**config.mk**
```make
export PLATFORM = sky130hd
export DESIGN_NAME = sdchk_top
export DESIGN_NICKNAME = d
export VERILOG_FILES = /design/src/rtl/sdchk_pkg.sv /design/src/rtl/sdchk_decode.sv /design/src/rtl/sdchk_bank.sv /design/src/rtl/sdchk_power.sv /design/src/rtl/sdchk_top.sv
export SDC_FILE = /design/constraint.sdc
export NUM_CORES = 1
export LEC_CHECK = 0
export ABC_AREA = 1
export ABC_CLOCK_PERIOD_IN_PS = 3000
export CORE_ASPECT_RATIO = 1.75
export CORE_MARGIN = 5
export CORE_UTILIZATION = 45
export DETAILED_ROUTE_END_ITERATION = 8
export GPL_ROUTABILITY_DRIVEN = 0
export GPL_TIMING_DRIVEN = 0
export PLACE_DENSITY = 0.74
export SETUP_SLACK_MARGIN = 0.4
export SLEW_MARGIN = 20
export SYNTH_ARGS = -nofsm -noshare
export SYNTH_HDL_FRONTEND = slang
export SYNTH_SLANG_ARGS = --single-unit
```
**constraint.sdc**
```tcl
create_clock -name clk -period 3 [get_ports clk]
set_input_delay 0.3 -clock clk [delete_from_list [all_inputs] [get_ports clk]]
set_output_delay 0.3 -clock clk [all_outputs]
set_load 0.005 [all_outputs]
```
**src/rtl/sdchk_pkg.sv**
```systemverilog
package sdchk_pkg;

  typedef enum logic [3:0] {
    C_DESL, C_NOP, C_BST, C_READ, C_WRIT, C_ACT, C_PRE, C_REF, C_MRS
  } cmd_e;

  typedef enum logic [2:0] {
    S_IDLE = 3'd0, S_ACTV = 3'd1, S_WREC = 3'd2, S_WRAP = 3'd3,
    S_PRCH = 3'd4, S_RFSH = 3'd5, S_MODE = 3'd6
  } bank_st_e;

  typedef enum logic [1:0] {P_RUN = 2'd0, P_PDN = 2'd1, P_SELF = 2'd2} pwr_e;

  localparam logic [3:0] V_NONE  = 4'd0;
  localparam logic [3:0] V_STATE = 4'd1;
  localparam logic [3:0] V_RCD   = 4'd2;
  localparam logic [3:0] V_RAS   = 4'd3;
  localparam logic [3:0] V_RRD   = 4'd4;

  // Turn the four strobes into a command.
  function automatic cmd_e decode_cmd(input logic cs_n, input logic r_n,
                                      input logic c_n, input logic w_n);
    if (cs_n) return C_DESL;
    case ({r_n, c_n, w_n})
      3'b111:  return C_NOP;
      3'b110:  return C_BST;
      3'b101:  return C_READ;
      3'b100:  return C_WRIT;
      3'b011:  return C_ACT;
      3'b010:  return C_PRE;
      3'b001:  return C_REF;
      default: return C_MRS;
    endcase
  endfunction

  // Counter load for a window of t clocks; the counter reaches zero on the t-th edge.
  function automatic int unsigned ld_of(input int unsigned t);
    return (t == 0) ? 0 : t - 1;
  endfunction

  function automatic int unsigned max2(input int unsigned a, input int unsigned b);
    return (a > b) ? a : b;
  endfunction

endpackage

```
**src/rtl/sdchk_decode.sv**
```systemverilog
module sdchk_decode
  import sdchk_pkg::*;
#(
  parameter int NB  = 2,
  parameter int BAW = 1
) (
  input  logic           chip_sel_n,
  input  logic           row_n,
  input  logic           col_n,
  input  logic           we_n,
  input  logic [BAW-1:0] bank_sel,
  input  logic           ap,
  output cmd_e           cmd,
  output logic [NB-1:0]  hit
);

  always_comb begin
    cmd = decode_cmd(chip_sel_n, row_n, col_n, we_n);
    hit = '0;
    case (cmd)
      C_READ, C_WRIT, C_ACT:
        for (int i = 0; i < NB; i++) hit[i] = (bank_sel == BAW'(i));
      C_PRE:
        for (int i = 0; i < NB; i++) hit[i] = ap || (bank_sel == BAW'(i));
      C_BST, C_REF, C_MRS:
        hit = '1;
      default:
        hit = '0;
    endcase
  end

endmodule

```
**src/rtl/sdchk_bank.sv**
```systemverilog
module sdchk_bank
  import sdchk_pkg::*;
#(
  parameter int TDPL = 2,
  parameter int TRC  = 4,
  parameter int TRCD = 2,
  parameter int TRAS = 4,
  parameter int TRP  = 2,
  parameter int CW   = 3
) (
  input  logic      clk,
  input  logic      rst,
  input  cmd_e      cmd,
  input  logic      hit,
  input  logic      ap,
  input  logic      rrd_ok,
  input  logic      commit,
  input  logic      self_req,
  output bank_st_e  st,
  output logic [3:0] code,
  output logic      idle
);

  localparam logic [CW-1:0] L_DPL  = CW'(ld_of(TDPL));
  localparam logic [CW-1:0] L_RC   = CW'(ld_of(TRC));
  localparam logic [CW-1:0] L_RCD  = CW'(ld_of(TRCD));
  localparam logic [CW-1:0] L_RAS  = CW'(ld_of(TRAS));
  localparam logic [CW-1:0] L_RP   = CW'(ld_of(TRP));
  localparam logic [CW-1:0] L_MODE = CW'(ld_of(2));

  bank_st_e        st_q, nxt, tmo;
  logic [CW-1:0]   cnt_q, ld, tmo_ld, rcd_q, ras_q;
  logic            chg, timed, take, expire, rcd_zero, ras_zero;

  assign rcd_zero = (rcd_q == '0);
  assign ras_zero = (ras_q == '0);

  // Legality table for commands that reach this bank.
  always_comb begin
    code = V_NONE;
    nxt  = st_q;
    ld   = '0;
    chg  = 1'b0;
    if (hit) begin
      case (st_q)
        S_IDLE:
          case (cmd)
            C_READ, C_WRIT: code = V_STATE;
            C_ACT:
              if (!rrd_ok) code = V_RRD;
              else begin nxt = S_ACTV; chg = 1'b1; end
            C_REF: begin
              chg = 1'b1;
              if (self_req) nxt = S_IDLE;
              else begin nxt = S_RFSH; ld = L_RC; end
            end
            C_MRS: begin nxt = S_MODE; ld = L_MODE; chg = 1'b1; end
            default: ;
          endcase
        S_ACTV:
          case (cmd)
            C_READ:
              if (!rcd_zero) code = V_RCD;
              else if (ap) begin nxt = S_PRCH; ld = L_RP; chg = 1'b1; end
            C_WRIT:
              if (!rcd_zero) code = V_RCD;
              else begin nxt = ap ? S_WRAP : S_WREC; ld = L_DPL; chg = 1'b1; end
            C_PRE:
              if (!ras_zero) code = V_RAS;
              else begin nxt = S_PRCH; ld = L_RP; chg = 1'b1; end
            C_ACT, C_REF, C_MRS: code = V_STATE;
            default: ;
          endcase
        S_WREC:
          case (cmd)
            C_READ: begin
              chg = 1'b1;
              if (ap) begin nxt = S_PRCH; ld = L_RP; end
              else nxt = S_ACTV;
            end
            C_WRIT: begin nxt = ap ? S_WRAP : S_WREC; ld = L_DPL; chg = 1'b1; end
            C_ACT, C_PRE, C_REF, C_MRS: code = V_STATE;
            default: ;
          endcase
        S_WRAP, S_RFSH:
          if (cmd != C_BST) code = V_STATE;
        S_PRCH:
          case (cmd)
            C_READ, C_WRIT, C_ACT, C_REF, C_MRS: code = V_STATE;
            default: ;
          endcase
        S_MODE:
          code = V_STATE;
        default:
          code = V_STATE;
      endcase
    end
  end

  // Timed exits.
  always_comb begin
    tmo    = st_q;
    tmo_ld = '0;
    timed  = 1'b1;
    case (st_q)
      S_WREC:                 tmo = S_ACTV;
      S_WRAP: begin           tmo = S_PRCH; tmo_ld = L_RP; end
      S_PRCH, S_RFSH, S_MODE: tmo = S_IDLE;
      default:                timed = 1'b0;
    endcase
  end

  assign take   = commit && hit && chg;
  assign expire = !take && timed && (cnt_q == '0);

  always_ff @(posedge clk) begin
    if (rst) begin
      st_q  <= S_IDLE;
      cnt_q <= '0;
      rcd_q <= '0;
      ras_q <= '0;
    end else begin
      if (take) begin
        st_q  <= nxt;
        cnt_q <= ld;
      end else if (expire) begin
        st_q  <= tmo;
        cnt_q <= tmo_ld;
      end else if (cnt_q != '0) begin
        cnt_q <= cnt_q - 1'b1;
      end
      if (take && cmd == C_ACT) begin
        rcd_q <= L_RCD;
        ras_q <= L_RAS;
      end else begin
        if (!rcd_zero) rcd_q <= rcd_q - 1'b1;
        if (!ras_zero) ras_q <= ras_q - 1'b1;
      end
    end
  end

  assign st   = st_q;
  assign idle = (st_q == S_IDLE);

  // with no accepted command and the timer still running, the state holds.
  assert_hold_R2: assert property (@(posedge clk) disable iff (rst)
    (!take && cnt_q != '0) |=> st_q == $past(st_q));

  // mode access never lasts beyond two cycles.
  assert_mode_len_R10: assert property (@(posedge clk) disable iff (rst)
    (st_q == S_MODE && $past(st_q) == S_MODE) |=> st_q != S_MODE);

  // an accepted column command from row active saw the delay counter at zero.
  assert_rcd_R3: assert property (@(posedge clk) disable iff (rst)
    (take && st_q == S_ACTV && (cmd == C_READ || cmd == C_WRIT)) |-> rcd_q == '0);

endmodule

```
**src/rtl/sdchk_power.sv**
```systemverilog
module sdchk_power
  import sdchk_pkg::*;
(
  input  logic clk,
  input  logic rst,
  input  logic clk_en,
  input  cmd_e cmd,
  input  logic all_idle,
  input  logic cmd_ok,
  output logic judge,
  output logic self_req,
  output pwr_e pwr
);

  logic cke_q;
  pwr_e pwr_q;

  assign judge    = cke_q && (pwr_q == P_RUN);
  assign self_req = judge && !clk_en && (cmd == C_REF);

  always_ff @(posedge clk) begin
    if (rst) begin
      cke_q <= 1'b0;
      pwr_q <= P_RUN;
    end else begin
      cke_q <= clk_en;
      case (pwr_q)
        P_RUN:
          if (judge && !clk_en && cmd_ok) begin
            if (cmd == C_REF) pwr_q <= P_SELF;
            else if (all_idle && (cmd == C_DESL || cmd == C_NOP)) pwr_q <= P_PDN;
          end
        default:
          if (clk_en) pwr_q <= P_RUN;
      endcase
    end
  end

  assign pwr = pwr_q;

  // clock enable high always brings a low-power state back to running.
  assert_wake_R12: assert property (@(posedge clk) disable iff (rst)
    (pwr_q != P_RUN && clk_en) |=> pwr_q == P_RUN);

endmodule

```
**src/rtl/sdchk_top.sv**
```systemverilog
module sdchk_top
  import sdchk_pkg::*;
#(
  parameter int NB   = 2,
  parameter int TDPL = 2,
  parameter int TRC  = 4,
  parameter int TRCD = 2,
  parameter int TRAS = 4,
  parameter int TRRD = 2,
  parameter int TRP  = 2,
  localparam int BAW = (NB > 1) ? $clog2(NB) : 1
) (
  input  logic            clk,
  input  logic            rst,
  input  logic            clk_en,
  input  logic            chip_sel_n,
  input  logic            row_strobe_n,
  input  logic            col_strobe_n,
  input  logic            write_en_n,
  input  logic [BAW-1:0]  bank_sel,
  input  logic            ap_bit,
  output logic            illegal,
  output logic [3:0]      viol_code,
  output logic [3*NB-1:0] bank_state,
  output logic [1:0]      pwr_state
);

  localparam int MAXT = max2(max2(max2(TDPL, TRC), max2(TRCD, TRAS)),
                             max2(max2(TRRD, TRP), 2));
  localparam int CW   = $clog2(MAXT + 1);
  localparam logic [CW-1:0] L_RRD = CW'(ld_of(TRRD));

  cmd_e          cmd;
  logic [NB-1:0] hit, idle_v;
  logic [3:0]    bcode [NB];
  logic [3:0]    any_code;
  logic          judge, self_req, commit, act_commit, rrd_ok, cmd_ok;
  logic [CW-1:0] rrd_q;
  pwr_e          pwr;
  logic          illegal_q;
  logic [3:0]    code_q;

  sdchk_decode #(.NB(NB), .BAW(BAW)) u_dec (
    .chip_sel_n (chip_sel_n),
    .row_n      (row_strobe_n),
    .col_n      (col_strobe_n),
    .we_n       (write_en_n),
    .bank_sel   (bank_sel),
    .ap         (ap_bit),
    .cmd        (cmd),
    .hit        (hit)
  );

  generate
    for (genvar g = 0; g < NB; g++) begin : g_bank
      bank_st_e st_g;
      sdchk_bank #(
        .TDPL(TDPL), .TRC(TRC), .TRCD(TRCD), .TRAS(TRAS), .TRP(TRP), .CW(CW)
      ) u_bank (
        .clk      (clk),
        .rst      (rst),
        .cmd      (cmd),
        .hit      (hit[g]),
        .ap       (ap_bit),
        .rrd_ok   (rrd_ok),
        .commit   (commit),
        .self_req (self_req),
        .st       (st_g),
        .code     (bcode[g]),
        .idle     (idle_v[g])
      );
      assign bank_state[3*g +: 3] = st_g;
    end
  endgenerate

  // Lowest-numbered bank with a complaint sets the reported reason.
  always_comb begin
    any_code = V_NONE;
    for (int i = NB - 1; i >= 0; i--)
      if (bcode[i] != V_NONE) any_code = bcode[i];
  end

  assign cmd_ok     = (any_code == V_NONE);
  assign commit     = judge && cmd_ok;
  assign act_commit = commit && (cmd == C_ACT);
  assign rrd_ok     = (rrd_q == '0);

  sdchk_power u_pwr (
    .clk      (clk),
    .rst      (rst),
    .clk_en   (clk_en),
    .cmd      (cmd),
    .all_idle (&idle_v),
    .cmd_ok   (cmd_ok),
    .judge    (judge),
    .self_req (self_req),
    .pwr      (pwr)
  );

  always_ff @(posedge clk) begin
    if (rst) begin
      rrd_q     <= '0;
      illegal_q <= 1'b0;
      code_q    <= V_NONE;
    end else begin
      if (act_commit)  rrd_q <= L_RRD;
      else if (!rrd_ok) rrd_q <= rrd_q - 1'b1;
      illegal_q <= judge && !cmd_ok;
      code_q    <= judge ? any_code : V_NONE;
    end
  end

  assign illegal   = illegal_q;
  assign viol_code = code_q;
  assign pwr_state = pwr;

  // an edge that is not judged never produces a violation.
  assert_quiet_R12: assert property (@(posedge clk) disable iff (rst)
    !judge |=> !illegal);

  // with a spacing above one clock, two accepted activates never sit back to back.
  assert_spacing_R5: assert property (@(posedge clk) disable iff (rst)
    (TRRD > 1 && act_commit) |=> !act_commit);

endmodule

```
==> results of run 1 <==
==> routing by layer <==
| layer | up-vias | track usage, % |
|---|---|---|
| li1 | 1238 | - |
| met1 | 1059 | 17.01 |
| met2 | 62 | 33.85 |
| met3 | 18 | 2.748 |
| met4 | 0 | 10.44 |
| met5 | - | 0 |
==> cells in the mapped netlist <==
cell	instances	share of area [%]
a2111oi_0	1	0.37
a211oi_1	2	0.63
a21oi_1	25	5.3
a21oi_2	2	0.74
a221oi_1	4	1.5
a31oi_1	1	0.26
buf_4	2	0.63
clkbuf_1	2	0.32
conb_1	1	0.16
dfxtp_1	34	29
ha_1	16	8.4
inv_1	56	8.8
inv_2	7	1.1
nand2_1	85	13
nand2_2	5	1.3
nand2_4	1	0.47
nand3_1	15	3.2
nand3_2	2	0.84
nand3b_1	1	0.32
nand4_1	6	1.6
nand4_2	2	1.1
nor2_1	51	8.0
nor2_2	1	0.26
nor2_4	3	1.4
nor3_1	7	1.5
o211ai_1	3	0.95
o21ai_0	17	3.6
o21ai_1	4	0.84
o22ai_1	2	0.53
or2_1	1	0.26
or2_2	2	0.53
xnor2_1	4	1.5
xor2_1	5	1.8
==> worst paths after layout <==
path | end | cells past startpoint
max | g_bank[1].u_bank.cnt_q[1] | 18
min reg2reg | rrd_q[1] | 2
max reg2reg | g_bank[1].u_bank.cnt_q[1] | 18
min | rrd_q[1] | 2
==> through the flow <==
| step | std cells | area, um2 | hold WS, ns | util [%] |
|---|---|---|---|---|
| after floorplan | 370 | 2382 | 0.4292 | - |
| after CTS | 452 | 2746 | 0.4547 | 52.70 |
| after detailed placement | 444 | 2641 | 0.4499 | 50.68 |
| after global placement | 444 | 2641 | 0.4467 | 50.68 |
| after global routing | 454 | 2811 | 0.4774 | 53.95 |
| final | 454 | 2811 | 0.4533 | 53.95 |
==> registers in the layout, indices dropped and copies added, names as in the netlist <==
signal / cells
g_bank.u_bank.st: 6
u_pwr.pwr: 2
viol_code: 3
g_bank.u_bank.rcd_q: 6
rrd_q: 3
illegal: 1
u_pwr.cke_q: 1
g_bank.u_bank.ras_q: 6
g_bank.u_bank.cnt_q: 6
==> power groups by stage <==
stage	clock network (mW)	logic (mW)	registers (mW)
final	0.319	0.834	0.659
after global routing	0.352	0.982	0.678
after CTS	0.333	0.826	0.657
after detailed placement	0	0.814	0.667
after global placement	0	0.780	0.662
after floorplan	0	0.660	0.654
==> what timing repair did <==
item                                    CTS  global route
resized for setup                         8            13
setup buffers                             1             2
hold endpoints to repair                  0             0
endpoints found under the setup margin   20            26
hold buffers                              0             0
pin swaps                                 2             2
==> layout make-up <==
cell class / instances / share of cell area, %
Sequential cell: 34 / 24.21
Clock buffer: 7 / 2.715
Multi-Input combinational cell: 269 / 53.76
Buffer: 4 / 0.9346
Inverter: 63 / 8.411
Timing Repair Buffer: 22 / 7.521
Tap cell: 55 / 2.448
==> cell families after synthesis <==
logic type | after synthesis
flip-flops | 34
adder cells (fa/ha/maj) | 16
AND/OR/NAND/NOR | 182
XOR/XNOR | 9
AO/OA/AOI/OAI | 61
buffers and inverters | 67
other | 1
==> cells in the final DEF, fill, tap and decap left out, types with 4 or more instances in the layout <==
cell and n:
a221oi_1 4, nor2_4 4, xor2_1 5, nand3_2 5, ha_1 16, nand3_1 12
dfxtp_1 34, a21oi_1 25, nand2_2 6, clkbuf_1 4, nor2_2 5, nor3_1 6
nor2_1 46, nand2_1 83, inv_1 56, nand4_1 6, o21ai_0 17, xnor2_1 4
inv_2 7, clkbuf_8 5, clkdlybuf4s50_1 15, buf_4 4
==> worst min-delay path, stage by stage (launching register included) <==
cell and delay [ns]:
dfxtp_1 0.31, nand2_1 0.06, a21oi_1 0.05
==> impl_metrics.env, run 1 <==
export IMPL_tightest_slew_ns=0.5139
export IMPL_synth_area_um2=2382
export IMPL_htreeDepth=2
export IMPL_regArea_um2=680.7
export IMPL_core_area_um2=5211
export IMPL_crit_type="in2reg"
export IMPL_cp_required_ns=3.19
export IMPL_cts_buffers=5
export IMPL_hold_viol=0
export IMPL_initial_utilization_pct=45.71
export IMPL_power_leakage_nw=1.366
export IMPL_met2WireLength_mm=3.200
export IMPL_die_x_um=65
export IMPL_rrSetupSlack_ns=0.58
export IMPL_finalWorstSetupSlack_ns=0.5086
export IMPL_hpwl_mm=4.590
export IMPL_maxCapViolCount=0
export IMPL_grt_pass1_vias=2331
export IMPL_status="complete, no violations"
export IMPL_yosysSeqAreaShare_pct=28.57
export IMPL_grt_first_pass_wirelength_mm=9.729
export IMPL_synthXorXnorAreaFrac_pct=3.309
export IMPL_p_switching_uw=721.9
export IMPL_power_density_nw_per_um2=644.6
export IMPL_cp_max_fo=10
export IMPL_critPathSlowestCell="dlygate4sd2_1"
export IMPL_setup_viol=0
export IMPL_via_per_inst=5.236
export IMPL_highest_layer="met4"
export IMPL_clockBufferDepth=2
export IMPL_ir_worst_vdd_uv=273.3
export IMPL_synthAdderAreaFrac_pct=8.403
export IMPL_cts_reportedPaths_clkPinSlew_ns=0.07
export IMPL_pin_count=22
export IMPL_synth_nets=395
export IMPL_timing_rr_start="g_bank[0].u_bank.ras_q[0]"
export IMPL_critical_path_top_cell_by_count="nand2_1"
export IMPL_die_area_um2=6906
export IMPL_wirelength_mm=5.873
export IMPL_crit_path_cell_trace="dlygate4sd2_1 -> nor2_2 -> nand3_2 -> buf_6 -> nand2_4 -> nand2_1 -> a21oi_2 -> nand2_2 -> nand4_1 -> nand2_1 -> nor2_4 -> nand2_2 -> nor2_4 -> nand2_4 -> nand2_1 -> o21ai_0 -> nor2_1 -> nor2_1"
export IMPL_fin_skew_ns=0.009184
export IMPL_p_comb_share_pct=46.0
export IMPL_dr_total_vias=2377
export IMPL_totalPowerFinal_mw=1.812
export IMPL_avgSynthCellArea_um2=6.439
export IMPL_drt_iter0_markers=86
export IMPL_root_buffer="clkbuf_8"
export IMPL_p_seq_share_pct=36.4
export IMPL_clk_latency_ns=0.29
export IMPL_fmax_mhz=401.4
export IMPL_grt_max_degree=11
export IMPL_layout_drive_gt1_share_pct=11.78
export IMPL_start_kind="input pin"
export IMPL_ys_types=33
export IMPL_hp_start="rrd_q[1]"
export IMPL_fin_crit_ns=2.491
export IMPL_wl_met1_mm=2.240
export IMPL_hp_class="reg2reg"
export IMPL_grt_ovfl_total=0
export IMPL_cp_num_buf_inv=2
export IMPL_p_clk_share_pct=17.6
export IMPL_io_buffers=19
export IMPL_rsz0062_at_grt="true"
export IMPL_cts_tree="done"
export IMPL_syn2layout_area_growth_pct=18.01
export IMPL_diodes=0
export IMPL_multi_input_area_um2=1511
export IMPL_synth_compound_area_share_pct=14.60
export IMPL_p_sw_share_pct=39.83
export IMPL_routed_wl_met3_um=240
export IMPL_rows=35
export IMPL_numClockSinks=34
export IMPL_maxSlewViolCount=0
export IMPL_finalCritPeriodShare_pct=83.05
export IMPL_route_detailed_drc=0
export IMPL_maxSlewHeadroom_pct=65.74
export IMPL_fp_dieH_um=106.3
export IMPL_synth_cells=370
export IMPL_ys_ff_latch=34
export IMPL_crit_path_end_kind="flip-flop"
export IMPL_avgRoutedWirePerCell_um=12.94
export IMPL_fillers=536
export IMPL_crit_family="simple AND/OR/NAND/NOR gates"
export IMPL_cpPeakStageDelay_ns=0.34
export IMPL_synth_simple_area_share_pct=34.09
export IMPL_synth_top_family_by_area="simple AND/OR/NAND/NOR gates"
export IMPL_drt_first_pass_iters=4
export IMPL_globalRouteTotalUtil_pct=17.68
export IMPL_antenna_left=0
export IMPL_antenna_found_initial=0
export IMPL_dp_slack_ns=-0.03573
export IMPL_arrival_ns=2.68
export IMPL_yosysWarnings=0
export IMPL_crit_start="write_en_n"
export IMPL_muxShareOfSynthArea_pct=0
export IMPL_nets=424
export IMPL_tns_ns=0
export IMPL_internal_power_mw=1.090
(Power assumes the default switching activity.)
==> run 2: changes to the inputs <==
--- a/config.mk
+++ b/config.mk
@@ -6,14 +6,14 @@
 export NUM_CORES = 1
 export LEC_CHECK = 0
 export ABC_AREA = 1
-export ABC_CLOCK_PERIOD_IN_PS = 3000
+export ABC_CLOCK_PERIOD_IN_PS = 2100
 export CORE_ASPECT_RATIO = 1.75
 export CORE_MARGIN = 5
 export CORE_UTILIZATION = 45
 export DETAILED_ROUTE_END_ITERATION = 8
 export GPL_ROUTABILITY_DRIVEN = 0
 export GPL_TIMING_DRIVEN = 0
-export PLACE_DENSITY = 0.74
+export PLACE_DENSITY = 0.76
 export SETUP_SLACK_MARGIN = 0.4
 export SLEW_MARGIN = 20
 export SYNTH_ARGS = -nofsm -noshare
==> constraint.sdc (replaced) <==
create_clock -name clk -period 2.1 [get_ports clk]
set_input_delay 0.21 -clock clk [delete_from_list [all_inputs] [get_ports clk]]
set_output_delay 0.21 -clock clk [all_outputs]
set_load 0.005 [all_outputs]
==> impl_metrics.env, run 2 (synthesized netlist as in run 1, its figures left out) <==
export IMPL_status="finished, violations left"
export IMPL_violations="setup timing"
export IMPL_utilization_pct=66.84
export IMPL_htreeDepth=2
export IMPL_die_x_um=65
export IMPL_grt_pass1_vias=2770
export IMPL_rows=35
export IMPL_arrival_ns=2.49
export IMPL_antenna_left=0
export IMPL_finalCritPeriodShare_pct=109.6
export IMPL_dr_total_vias=2742
export IMPL_cp_max_fo=7
export IMPL_maxSlewViolCount=0
export IMPL_grt_max_degree=12
export IMPL_maxCapViolCount=0
export IMPL_layout_drive_gt1_share_pct=43.38
export IMPL_setup_viol=27
export IMPL_wirelength_mm=7.604
export IMPL_core_area_um2=5211
export IMPL_root_buffer="clkbuf_8"
export IMPL_numClockSinks=34
export IMPL_hp_class="in2reg"
export IMPL_fmax_mhz=434.5
export IMPL_power_leakage_nw=1.603
export IMPL_avgRoutedWirePerCell_um=15.42
export IMPL_start_kind="flip-flop"
export IMPL_pin_count=22
export IMPL_cp_required_ns=2.28
export IMPL_initial_utilization_pct=45.71
export IMPL_power_density_nw_per_um2=956.9
export IMPL_timing_rr_start="g_bank[0].u_bank.ras_q[1]"
export IMPL_hold_viol=0
export IMPL_route_detailed_drc=0
export IMPL_syn2layout_area_growth_pct=46.22
export IMPL_finalWorstSetupSlack_ns=-0.2015
export IMPL_globalRouteTotalUtil_pct=20.96
export IMPL_fin_skew_ns=0.01005
export IMPL_cts_reportedPaths_clkPinSlew_ns=0.08
export IMPL_clockBufferDepth=2
export IMPL_crit_type="reg2reg"
export IMPL_crit_start="g_bank[0].u_bank.ras_q[1]"
export IMPL_placed_cells=444
export IMPL_antenna_found_initial=0
export IMPL_crit_path_cell_trace="inv_2 -> ha_4 -> inv_2 -> nor2_4 -> inv_2 -> nand2_2 -> a21oi_2 -> nand2_2 -> nand4_1 -> nand2_2 -> nor2_4 -> nand2_4 -> nor2_4 -> nand2_4 -> nand3b_1 -> nand2_1 -> nor2_1 -> nor2_1"
export IMPL_grt_first_pass_wirelength_mm=11.48
export IMPL_diodes=0
export IMPL_cpPeakStageDelay_ns=0.34
export IMPL_final_cell_count_no_fill=493
export IMPL_tightest_slew_ns=0.7081
export IMPL_drt_first_pass_iters=5
export IMPL_clk_latency_ns=0.30
export IMPL_final_common_cell="nand2_1"
export IMPL_hp_start="rst"
export IMPL_maxSlewHeadroom_pct=52.79
export IMPL_grt_ovfl_total=0
export IMPL_final_cell_mix="61 x nand2_1, 41 x buf_4, 33 x inv_1"
export IMPL_hpwl_mm=4.659
export IMPL_postCtsHoldBufs=0
export IMPL_rsz0062_at_grt="true"
export IMPL_crit_path_end_kind="flip-flop"
export IMPL_cts_buffers=5
export IMPL_fp_dieH_um=106.3
export IMPL_drt_iter0_markers=140
export IMPL_nets=462
export IMPL_via_per_inst=5.562
export IMPL_ir_worst_vdd_uv=616.3
export IMPL_cts_tree="done"
export IMPL_critPathSlowestCell="dfxtp_2"
export IMPL_fin_crit_ns=2.302
export IMPL_io_buffers=19
export IMPL_die_area_um2=6906
## run 2: changes by cell type in the layout (fill, tap and decap cells not counted), moves of 13 or more
cell,change
dfxtp_1,-13
nand2_1,-22
nor2_1,-14
buf_4,+37
nand2_2,+13
inv_1,-23
inv_2,+20
## run 2: cell type report
cell class / count / area [um2]
Multi-Input combinational cell: 269 / 1858
Fill cell: 420 / 1728
Sequential cell: 34 / 704.4
Timing Repair Buffer: 60 / 486.7
Inverter: 63 / 244.0
Clock buffer: 6 / 82.58
Tap cell: 55 / 68.82
Buffer: 4 / 26.28
Clock inverter: 2 / 12.51
## run 2: worst paths after layout
check | endpoint | slack (ns) | cells past startpoint
max | g_bank[1].u_bank.st[0] | -0.20 | 18
max reg2reg | g_bank[1].u_bank.st[0] | -0.20 | 18
min reg2reg | g_bank[1].u_bank.cnt_q[2] | 0.46 | 2
min | g_bank[1].u_bank.ras_q[0] | 0.37 | 2
## run 2: where the power goes
group / internal, mW / switching (mW)
registers: 0.848 / 0.137
logic: 0.824 / 0.997
clock network: 0.264 / 0.265
## run 2: repair_timing
item	in CTS	in global routing
endpoints found under the setup margin	32	32
setup buffers	26	15
pin swaps	18	19
gates resized for setup	60	57
## run 2: layer usage
| metal | track usage [%] | share of wire, % | wire [um] | up-vias |
|---|---|---|---|---|
| met3 | 4.228 | 3.9 | 294 | 43 |
| met4 | 16.49 | 5.7 | 431 | 0 |
| met5 | 0 | 0 | 0 | - |
| li1 | - | - | - | 1317 |
| met2 | 37.95 | 55 | 4203 | 87 |
| met1 | 19.71 | 35 | 2675 | 1295 |
## run 2: worst max-delay path, delay by kind of cell (launching register included)
kind	cells	cell delay, ns
fa+ha+maj	1	0.14
compound gates	1	0.15
simple gates	13	1.37
buf+inv	3	0.18
flops	1	0.34
## run 2: stage by stage
stage | TNS [ns] | hold slack [ns] | instance area (um2) | power [mW] | setup WS, ns
finish | -3.496 | 0.3665 | 3483 | 3.333 | -0.2015
global route | -7.216 | 0.3906 | 3483 | 3.598 | -0.3587
CTS | -0.1959 | 0.3569 | 3208 | 3.053 | -0.02805
detailed placement | -22.06 | 0.4510 | 2773 | 2.323 | -0.8535
global placement | -21.68 | 0.4454 | 2773 | 2.254 | -0.8379
floorplan | 0 | 0.3463 | 2514 | 2.081 | 0.1372
